==> src/rtl/pcf_pkg.sv <==
package pcf_pkg;
  // source chosen for the next program counter
  typedef enum logic {
    NXT_SEQ = 1'b0,
    NXT_BR  = 1'b1
  } pcf_src_e;
endpackage

==> src/rtl/pcf_seq_add.sv <==
module pcf_seq_add #(
  parameter int AW   = 32,
  parameter int STEP = 4
) (
  input  logic [AW-1:0] pc_i,
  output logic [AW-1:0] seq_o
);
  localparam logic [AW-1:0] STEP_V = AW'(STEP);

  // wraps modulo 2^AW
  assign seq_o = pc_i + STEP_V;
endmodule

==> src/rtl/pcf_tgt_add.sv <==
module pcf_tgt_add #(
  parameter int AW = 32,
  parameter int OW = 16,
  parameter int SH = 2
) (
  input  logic [AW-1:0] seq_i,
  input  logic [OW-1:0] off_i,
  output logic [AW-1:0] tgt_o
);
  localparam int EXT_W = AW - OW;

  logic [AW-1:0] off_ext;
  logic [AW-1:0] off_scaled;

  generate
    if (EXT_W > 0) begin : g_ext
      assign off_ext = {{EXT_W{off_i[OW-1]}}, off_i};
    end else begin : g_trunc
      assign off_ext = off_i[AW-1:0];
    end
  endgenerate

  assign off_scaled = off_ext << SH;
  assign tgt_o      = seq_i + off_scaled;
endmodule

==> src/rtl/pcf_next_sel.sv <==
module pcf_next_sel
  import pcf_pkg::*;
#(
  parameter int AW = 32
) (
  input  logic          br_sel_i,
  input  logic          eq_i,
  input  logic [AW-1:0] seq_i,
  input  logic [AW-1:0] tgt_i,
  output pcf_src_e      src_o,
  output logic [AW-1:0] nxt_o
);
  always_comb begin
    src_o = (br_sel_i && eq_i) ? NXT_BR : NXT_SEQ;
    unique case (src_o)
      NXT_BR:  nxt_o = tgt_i;
      default: nxt_o = seq_i;
    endcase
  end
endmodule

==> src/rtl/pc_fetch_seq.sv <==
module pc_fetch_seq
  import pcf_pkg::*;
#(
  parameter int          AW        = 32,
  parameter int          OW        = 16,
  parameter int          STEP      = 4,
  parameter logic [31:0] RESET_VEC = 32'h0000_0000
) (
  input  logic          clk_i,
  input  logic          rst_i,
  input  logic          br_sel_i,
  input  logic          eq_i,
  input  logic [OW-1:0] br_off_i,
  output logic [AW-1:0] iaddr_o
);
  localparam int            SH    = $clog2(STEP);
  localparam logic [AW-1:0] RST_V = AW'(RESET_VEC);

  logic [AW-1:0] pc_q;
  logic [AW-1:0] seq_addr;
  logic [AW-1:0] tgt_addr;
  logic [AW-1:0] nxt_addr;
  pcf_src_e      nxt_src;

  pcf_seq_add #(.AW(AW), .STEP(STEP)) u_seq (
    .pc_i  (pc_q),
    .seq_o (seq_addr)
  );

  pcf_tgt_add #(.AW(AW), .OW(OW), .SH(SH)) u_tgt (
    .seq_i (seq_addr),
    .off_i (br_off_i),
    .tgt_o (tgt_addr)
  );

  pcf_next_sel #(.AW(AW)) u_sel (
    .br_sel_i (br_sel_i),
    .eq_i     (eq_i),
    .seq_i    (seq_addr),
    .tgt_i    (tgt_addr),
    .src_o    (nxt_src),
    .nxt_o    (nxt_addr)
  );

  always_ff @(posedge clk_i) begin
    if (rst_i) pc_q <= RST_V;
    else       pc_q <= nxt_addr;
  end

  assign iaddr_o = pc_q;
endmodule

==> config.mk <==
export PLATFORM = sky130hd
export DESIGN_NAME = pc_fetch_seq
export DESIGN_NICKNAME = d
export VERILOG_FILES = /design/src/rtl/pcf_pkg.sv /design/src/rtl/pcf_seq_add.sv /design/src/rtl/pcf_tgt_add.sv /design/src/rtl/pcf_next_sel.sv /design/src/rtl/pc_fetch_seq.sv
export SDC_FILE = /design/constraint.sdc
export NUM_CORES = 1
export LEC_CHECK = 0
export ABC_AREA = 0
export CAP_MARGIN = 0
export CORE_MARGIN = 2
export CORE_UTILIZATION = 40
export CTS_CLUSTER_DIAMETER = 40
export DETAILED_ROUTE_END_ITERATION = 7
export PLACE_DENSITY = 0.66
export SKIP_CTS_REPAIR_TIMING = 1
export SYNTH_ARGS = -nofsm -noshare
export SYNTH_HDL_FRONTEND = slang
export SYNTH_HIERARCHICAL = 1
export SYNTH_SLANG_ARGS = --single-unit
export TNS_END_PERCENT = 10
==> constraint.sdc <==
create_clock -name clk_i -period 3.5 [get_ports clk_i]
set_input_delay 0.7 -clock clk_i [delete_from_list [all_inputs] [get_ports clk_i]]
set_output_delay 0.7 -clock clk_i [all_outputs]
set_load 0.02 [all_outputs]
==> run metrics <==
setup violators final 0; Ys Warns 6; ANT nets after route 0; Reg area 652 um^2; Max VDD drop between 0.1 and 0.15 mV; placed instance count 645; layout cells sized above 1 41.2%; Net Count, Synth 474; static leakage ~2.5 nW; CP endpoint kind register; Setup WS post-layout 21.7 ps; io pins 52; Die W 100 um; dpl hpwl approximately 7.8 mm; Max Slew Vio Count 0; fin crit share 99.4%; reg2reg setup slack between 20 and 25 ps; sequential power share 25.9%; Die Span Y 100 um; Net Switching 0.645 mW; Starting Density 40.8%; clk root buf clkbuf_8; required time of the critical path between 3000 and 4000 ps; Syn Std Cell Area 3720 um^2; Avg Inst Size Synth just under 9 um^2; Routability Congestion slightly above 0.9; FF-to-FF path depth 17; vias in the first global route about 3400; dpl ws -263 ps; fmax 0.287 GHz; CTS tree yes; Total Routed Length 10.4 mm; Pwr Density 317 nW/um^2; Critical R2R Capture iaddr_o[31]; hold crit path type reg -> reg; initial antenna violation count 0; Mapped Cells 423; antenna cells 0; top layer in use met4; final std cells w/o fill around 660; CP max FO 5; Core Util, Final 60.4%; placed cell area around 4800 um^2; fin nets 599; DR WL/cell around 16 um; first-pass GRT wire length 15.7 mm; Worst Setup Start Kind register; Hold Crit Endpoint iaddr_o[1]; initial DRC count 174; area of the multi-input gates around 3400 um^2; Max Cap Viol 0; RSZ-0062 raised after global routing true; sw frac a little under two fifths; via count 3518; logic gate share of total power ~60%; maximum clock path buffer count 2; worst hold start iaddr_o[1]; num rows 35; WP data arrival 3640 ps; Critical R2R Launch iaddr_o[7]; Sink Count 32; post-route cell area around 5500 um^2; Final Hold Violating Endpoints 0; relative slew slack 53.8%; worst hold path depth 2; Total Routing Usage GR 19.2%; full die area just over 10000 um^2; largest net degree at the start of global routing 33; Worst Setup SP iaddr_o[7]; I/O Buffers slightly above 50; clock latency on the worst-skew pair 280 ps; final-layout fill cell count 726; average vias per placed instance between 5 and 6; clock transition at the registers of the reported paths about 60 ps; Core Area about 9100 um^2; Largest register FFs 32; met2 wire len ~5.1 mm; critical path class reg -> reg; GRT Residual Overflow 0; Clock Skew 5.40 ps; Slew @ Worst Pin between 600 and 700 ps; Pre-antenna DRT Iters 4; M1 WL 4.85 mm; WL met3 299 um; H-tree depth 2; fin crit period 3480 ps; CTS buffer count 5; status finished clean; Remaining DRCs 0; clock share of power 14.1%; Pwr Total ~1.7 mW; P&R area growth vs syn 47.9%; Pint 1.10 mW
[worst max-delay path by stage]
stage | end | slack (ps)
2_1_floorplan | iaddr_o[26] | 0.8
3_3_place_gp | iaddr_o[26] | -160
3_5_place_dp | iaddr_o[26] | -260
4_1_cts | iaddr_o[28] | -260
5_1_grt | iaddr_o[31] | -100
6_report | iaddr_o[31] | 20
[routing by layer]
metal	global-route usage (%)	vias up
li1	-	1758
met1	27.2	1675
met2	31.2	74
met3	1.74	11
met4	4.95	0
met5	0	-
[area by class of cell]
type,count,share of cell area (%)
Clock buffer,5,1.25
Inverter,14,0.956
Sequential cell,32,11.9
Tap cell,111,2.53
Multi-Input combinational cell,355,61.6
Timing Repair Buffer,140,21.8
[through the flow]
stage / TNS, ps / hold slack, ps
3_3_place_gp: -1150 / 591
5_1_grt: -361 / 684
3_5_place_dp: -1970 / 626
6_report: 0 / 634
2_1_floorplan: 0 / 690
4_1_cts: -1870 / 643
[power groups by stage]
stage	logic [mW]	registers, mW	clock network, mW
2_1_floorplan	0.544	0.493	0
3_3_place_gp	0.906	0.443	0
3_5_place_dp	0.926	0.445	0
4_1_cts	0.929	0.437	0.252
5_1_grt	1.13	0.457	0.271
6_report	1.04	0.451	0.246
[cells in the final DEF, fill, tap and decap left out, drive strengths merged, types with 14 or more instances in the layout]
master         count
a21o              15
a21oi             26
buf               89
clkdlybuf4s50     51
dfxtp             32
ha                30
inv               14
mux2              32
nand2             30
nand3             19
nand4             16
nor2              23
nor2b             35
o21ai             17
xnor2             40
xor2              15
[critical path, stage by stage (launching register included)]
cell     delay [ps]
dfxtp_2         350
nand3_4         120
buf_6           140
nor4_4          270
buf_6           170
buf_6           110
nand4_1         140
xnor2_2         310
ha_4            270
a21o_1          150
a21o_1          180
a21oi_2         120
o21ai_0         100
a31oi_1         270
o21ai_2         120
xnor2_1         130
mux2_2          250
nor2b_1         120
(Power assumes the default switching activity.)
